## config.mk

```make
export PLATFORM = sky130hd
export DESIGN_NAME = wsa_spawn_alloc
export DESIGN_NICKNAME = d
export VERILOG_FILES = /design/src/rtl/wsa_pkg.sv /design/src/rtl/wsa_first_free.sv /design/src/rtl/wsa_slot_flags.sv /design/src/rtl/wsa_write_stage.sv /design/src/rtl/wsa_spawn_alloc.sv
export SDC_FILE = /design/constraint.sdc
export NUM_CORES = 1
export LEC_CHECK = 0
export CORE_AREA = 2 2 74 111
export DETAILED_ROUTE_END_ITERATION = 7
export DIE_AREA = 0 0 76 113
export GPL_TIMING_DRIVEN = 0
export MAX_ROUTING_LAYER = met4
export PLACE_DENSITY = 0.71
export REMOVE_ABC_BUFFERS = 1
export SLEW_MARGIN = 0
export SYNTH_ARGS = -nofsm -noshare
export SYNTH_HDL_FRONTEND = slang
export SYNTH_HIERARCHICAL = 1
export SYNTH_SLANG_ARGS = --single-unit
```

## constraint.sdc

```tcl
create_clock -name clk -period 2.75 [get_ports clk]
set_clock_uncertainty 0.05 [all_clocks]
set_input_delay 0.4125 -clock clk [delete_from_list [all_inputs] [get_ports clk]]
set_output_delay 0.4125 -clock clk [all_outputs]
set_load 0.02 [all_outputs]
```

## src/rtl/wsa_pkg.sv

```systemverilog
package wsa_pkg;
  typedef enum logic {MODE_USER = 1'b0, MODE_SUPER = 1'b1} wsa_mode_e;
  localparam int unsigned WSA_INIT_THREADS = 1;
  localparam wsa_mode_e   WSA_INIT_MODE    = MODE_USER;
endpackage

```

## src/rtl/wsa_first_free.sv

```systemverilog
module wsa_first_free #(
  parameter int unsigned N = 4,
  localparam int unsigned IW = $clog2(N)
) (
  input  logic [N-1:0]  free_i,
  output logic [N-1:0]  grant_o,
  output logic [IW-1:0] idx_o,
  output logic          any_o
);
  logic [N:0] seen;
  assign seen[0] = 1'b0;

  for (genvar i = 0; i < N; i++) begin : g_chain
    assign grant_o[i]  = free_i[i] & ~seen[i];
    assign seen[i+1]   = seen[i] | free_i[i];
  end

  assign any_o = seen[N];

  always_comb begin
    idx_o = '0;
    for (int i = 0; i < N; i++)
      if (grant_o[i]) idx_o = idx_o | IW'(i);
  end

  always_comb begin
    assert_grant_onehot_R2: assert ($onehot0(grant_o));
  end
endmodule

```

## src/rtl/wsa_slot_flags.sv

```systemverilog
module wsa_slot_flags #(
  parameter int unsigned N = 4
) (
  input  logic         clk,
  input  logic         rst,
  input  logic [N-1:0] set_i,
  output logic [N-1:0] flags_o
);
  localparam logic [N-1:0] RESET_MASK = N'(1);

  always_ff @(posedge clk) begin
    if (rst) flags_o <= RESET_MASK;
    else     flags_o <= flags_o | set_i;
  end

  assert_set_only_R6: assert property (@(posedge clk) disable iff (rst)
    ($past(flags_o) & ~flags_o) == '0);
endmodule

```

## src/rtl/wsa_write_stage.sv

```systemverilog
module wsa_write_stage #(
  parameter int unsigned IW     = 2,
  parameter int unsigned PC_W   = 32,
  parameter int unsigned DATA_W = 32,
  parameter int unsigned RIDX_W = 5
) (
  input  logic              clk,
  input  logic              rst,
  input  logic              req_i,
  input  logic              any_i,
  input  logic [IW-1:0]     idx_i,
  input  logic [PC_W-1:0]   pc_i,
  input  logic [DATA_W-1:0] data_i,
  input  logic [RIDX_W-1:0] rd_i,
  output logic              valid_o,
  output logic              none_o,
  output logic [IW-1:0]     slot_o,
  output logic [PC_W-1:0]   pc_o,
  output logic [DATA_W-1:0] data_o,
  output logic [RIDX_W-1:0] rd_o
);
  always_ff @(posedge clk) begin
    if (rst) begin
      valid_o <= 1'b0;
      none_o  <= 1'b0;
    end else begin
      valid_o <= req_i & any_i;
      none_o  <= req_i & ~any_i;
    end
  end

  always_ff @(posedge clk) begin
    if (req_i & any_i) begin
      slot_o <= idx_i;
      pc_o   <= pc_i;
      data_o <= data_i;
      rd_o   <= rd_i;
    end
  end

  assert_valid_excl_R7: assert property (@(posedge clk) disable iff (rst)
    !(valid_o && none_o));
endmodule

```

## src/rtl/wsa_spawn_alloc.sv

```systemverilog
module wsa_spawn_alloc #(
  parameter int unsigned NUM_SLOTS   = 4,
  parameter int unsigned PC_W        = 32,
  parameter int unsigned DATA_W      = 32,
  parameter int unsigned RIDX_W      = 5,
  parameter int unsigned MAX_THREADS = 4,
  localparam int unsigned SIDX_W = $clog2(NUM_SLOTS),
  localparam int unsigned TCNT_W = $clog2(MAX_THREADS + 1)
) (
  input  logic              clk,
  input  logic              rst,
  input  logic              spawn_req,
  input  logic [PC_W-1:0]   spawn_pc,
  input  logic [DATA_W-1:0] spawn_data,
  input  logic [RIDX_W-1:0] spawn_rd,
  output logic              init_valid,
  output logic [SIDX_W-1:0] init_slot,
  output logic [PC_W-1:0]   init_pc,
  output logic [RIDX_W-1:0] init_rd,
  output logic [DATA_W-1:0] init_data,
  output logic [TCNT_W-1:0] init_threads,
  output logic              init_super,
  output logic [NUM_SLOTS-1:0] spawned,
  output logic              no_slot
);
  import wsa_pkg::*;

  logic [NUM_SLOTS-1:0] grant;
  logic [SIDX_W-1:0]    grant_idx;
  logic                 grant_any;
  logic [NUM_SLOTS-1:0] set_mask;

  wsa_first_free #(.N(NUM_SLOTS)) u_find (
    .free_i  (~spawned),
    .grant_o (grant),
    .idx_o   (grant_idx),
    .any_o   (grant_any)
  );

  assign set_mask = spawn_req ? grant : '0;

  wsa_slot_flags #(.N(NUM_SLOTS)) u_flags (
    .clk     (clk),
    .rst     (rst),
    .set_i   (set_mask),
    .flags_o (spawned)
  );

  wsa_write_stage #(
    .IW(SIDX_W), .PC_W(PC_W), .DATA_W(DATA_W), .RIDX_W(RIDX_W)
  ) u_wr (
    .clk     (clk),
    .rst     (rst),
    .req_i   (spawn_req),
    .any_i   (grant_any),
    .idx_i   (grant_idx),
    .pc_i    (spawn_pc),
    .data_i  (spawn_data),
    .rd_i    (spawn_rd),
    .valid_o (init_valid),
    .none_o  (no_slot),
    .slot_o  (init_slot),
    .pc_o    (init_pc),
    .data_o  (init_data),
    .rd_o    (init_rd)
  );

  assign init_threads = TCNT_W'(WSA_INIT_THREADS);
  assign init_super   = WSA_INIT_MODE;

  assert_lowest_free_R2: assert property (@(posedge clk) disable iff (rst)
    init_valid |-> ((((~$past(spawned)) >> init_slot) & NUM_SLOTS'(1)) == NUM_SLOTS'(1)) &&
                   (((~$past(spawned)) & ((NUM_SLOTS'(1) << init_slot) - NUM_SLOTS'(1))) == '0));

  assert_one_claim_R9: assert property (@(posedge clk) disable iff (rst)
    (spawn_req && !(&spawned)) |=> ($countones(spawned) == $past($countones(spawned)) + 1) && init_valid);

  assert_full_stable_R7: assert property (@(posedge clk) disable iff (rst)
    (spawn_req && (&spawned)) |=> $stable(spawned) && no_slot && !init_valid);

  assert_idle_quiet_R8: assert property (@(posedge clk) disable iff (rst)
    !spawn_req |=> $stable(spawned) && !no_slot && !init_valid);

  assert_seed_fields_R3: assert property (@(posedge clk) disable iff (rst)
    (spawn_req && !(&spawned)) |=> init_pc == $past(spawn_pc) && init_data == $past(spawn_data)
                                  && init_rd == $past(spawn_rd));
endmodule

```

==> run metrics <==
status=completed; # IOs=153; layout cells sized above 1=5.95%; WS Path Type=flop to flop; Reg2Reg Setup Slack=0.79 ns; routed length per placed instance=15.1 um; WHS Endpoint=u_flags/flags_o[0]; synthesis-to-finish area growth=75.9%; startpoint types=flop; CP max stage delay=0.59 ns; initial core utilization=32.4%; Worst-path clk slew=0.05 ns; VDD IR max=0.000613 V; clock root buffer master=clkbuf_16; CP max stage cell=or4_1; Global Route Usage Sum=14.1%; Critical Path RT=2.66 ns; antenna-violating nets left=0; critical path depth in cells=3; final cell utilization of the core=57.0%; hold_sp=u_flags/flags_o[0]; FF-to-FF End=u_wr/data_o[4]; CP Capture Type=flop; Post-CTS Hold Buffers=0; via count=1497; clock insertion delay at the later pin of the skew report=0.32 ns; final max-slew violation count=0; reg-to-reg startpoint=u_flags/flags_o[0]; Remaining DRCs=0; drt pass-1 iters=3; CTS Buf Count=9; Synth cell types=17; Seq/Total Area, Yosys=91.8%; global placer's final weighted congestion=0.816; gr ovfl total=0; die area=0.00859 mm^2; Die Span Y=113 um; wl on met1=1820 um; hold depth=1; first-pass GRT wire length=8510 um; Pwr Total=0.00280 W; Die W=76 um; H-tree levels=3; syn avg cell area=22.7 um^2; Max Cap Viol=0; cell area after technology mapping=0.00245 mm^2; Final period util=71.1%; routed vias/inst=4.04; vias in the first global route=1604; slew margin rel.=38.7%; P per Cell Area=649 mW/mm^2; # nets final=336; critical path buffer and inverter count=1; CTS resizes=0; Post-CTS Repair Setup Buffers=0; final setup vio count=0; Inserted Diodes=0; Seq cells post-synth=77; crit-path leading delay family=simple AND/OR/NAND/NOR gates; CTS Sinks=77; worst-case reg-to-reg path depth=3; final wirelength=5610 um; # fillers=636; initial antenna violation count=0; CORE AREA=0.00756 mm^2; Cell Rows=39; HP Class=flop to flop; Fmax=0.511 GHz; fin crit period=1.96 ns; met2 wire length=3280 um; DR iter-0 viols=76; IO buf count=148; worst path cell trace=inv_1, or4_1, and2_4; measured slew at the worst slew-check pin=0.920 ns; RSZ-0062 raised after global routing=no; CTS tree=done; Synth Instances=108; DP HPWL=4240 um; Worst EP arrival=1.87 ns; Fin. Hold Viols=0; final worst slack=0.793 ns; met3 wire len=428 um; synthesis warning total=6; top sig layer=met4; DP Worst Slack=0.501 ns; clock buffer depth=2; largest net degree at the start of global routing=72; P_leak=1.54 nW; CP Max Fanout=71
## synthesized netlist by cell type, drive strengths merged
master	number	area, um^2
edfxtp	71	2130
dfxtp	6	120
and2	5	31.3
buf	5	37.5
inv	5	18.8
o21ba	3	30.0
conb	2	7.51
nor2	2	7.51
nor3b	2	20.0
a21oi	1	5.00
and3b	1	8.76
nand2b	1	6.26
nor3	1	5.00
nor4b	1	8.76
or3	1	6.26
or4	1	7.51
## cells in the final DEF, fill, tap and decap left out, types with 2 or more instances in the layout
cell type / n
clkbuf_1: 5
and2_1: 4
conb_1: 4
nor2_1: 2
dfxtp_1: 6
clkbuf_16: 9
o21ba_2: 3
clkdlybuf4s50_1: 148
inv_1: 5
edfxtp_1: 71
## state kept, by name, summed over array words and instances, names as in the netlist
signal / cells
u_wr/pc_o: 32
u_wr/rd_o: 5
u_wr/slot_o: 2
u_flags/flags_o: 4
u_wr/none_o: 1
u_wr/data_o: 32
u_wr/valid_o: 1
## power breakdown
| part | total, W | leakage (nW) | internal, W | switching [W] |
|---|---|---|---|---|
| clock | 0.00109 | 0.135 | 0.000702 | 0.000392 |
| combinational | 0.000336 | 0.657 | 0.000190 | 0.000146 |
| sequential | 0.00137 | 0.743 | 0.00135 | 0.0000167 |
## through the flow
step / hold slack [ns] / instance area [um^2] / std cells / setup TNS (ns)
2_1_floorplan: 0.433 / 2420 / 105 / -7.37
3_3_place_gp: 0.411 / 4030 / 355 / -69.66
3_5_place_dp: 0.424 / 4030 / 355 / 0
4_1_cts: 0.439 / 4310 / 371 / 0
5_1_grt: 0.469 / 4310 / 371 / 0
6_report: 0.431 / 4310 / 371 / 0
## per-layer routing
layer  global-route usage, %  vias to the layer above
met5                       -                        -
met4                    6.18                        0
met3                    5.42                        8
met2                    24.6                       75
met1                    13.9                      700
li1                        -                      714
## how the worst max path moves through the flow
stage / slack, ns / from / to
5_1_grt: 0.67 / u_flags/flags_o[0] / u_wr/pc_o[3]
2_1_floorplan: -0.10 / u_flags/flags_o[0] / u_wr/data_o[0]
3_5_place_dp: 0.50 / spawn_req / u_wr/data_o[23]
3_3_place_gp: -0.98 / spawn_req / u_wr/data_o[8]
4_1_cts: 0.80 / u_flags/flags_o[0] / u_wr/data_o[8]
6_report: 0.79 / u_flags/flags_o[0] / u_wr/data_o[4]
## layout make-up
| cell class | instances | area, um^2 | area share (%) |
|---|---|---|---|
| flip-flops and latches | 77 | 2250 | 52.2 |
| repair buffers | 148 | 1480 | 34.3 |
| multi-input cells | 23 | 154 | 3.57 |
| clock inverters | 2 | 35.0 | 0.812 |
| clock buffers | 14 | 244 | 5.66 |
| inverters | 5 | 18.8 | 0.435 |
| well taps | 102 | 128 | 2.96 |
## logic make-up after synthesis
kind of cell,synth area share (%)
compound gates,1.43
simple gates,4.13
other cells,0.306
flops,91.8
buf+inv,2.30
(Power assumes the default switching activity.)
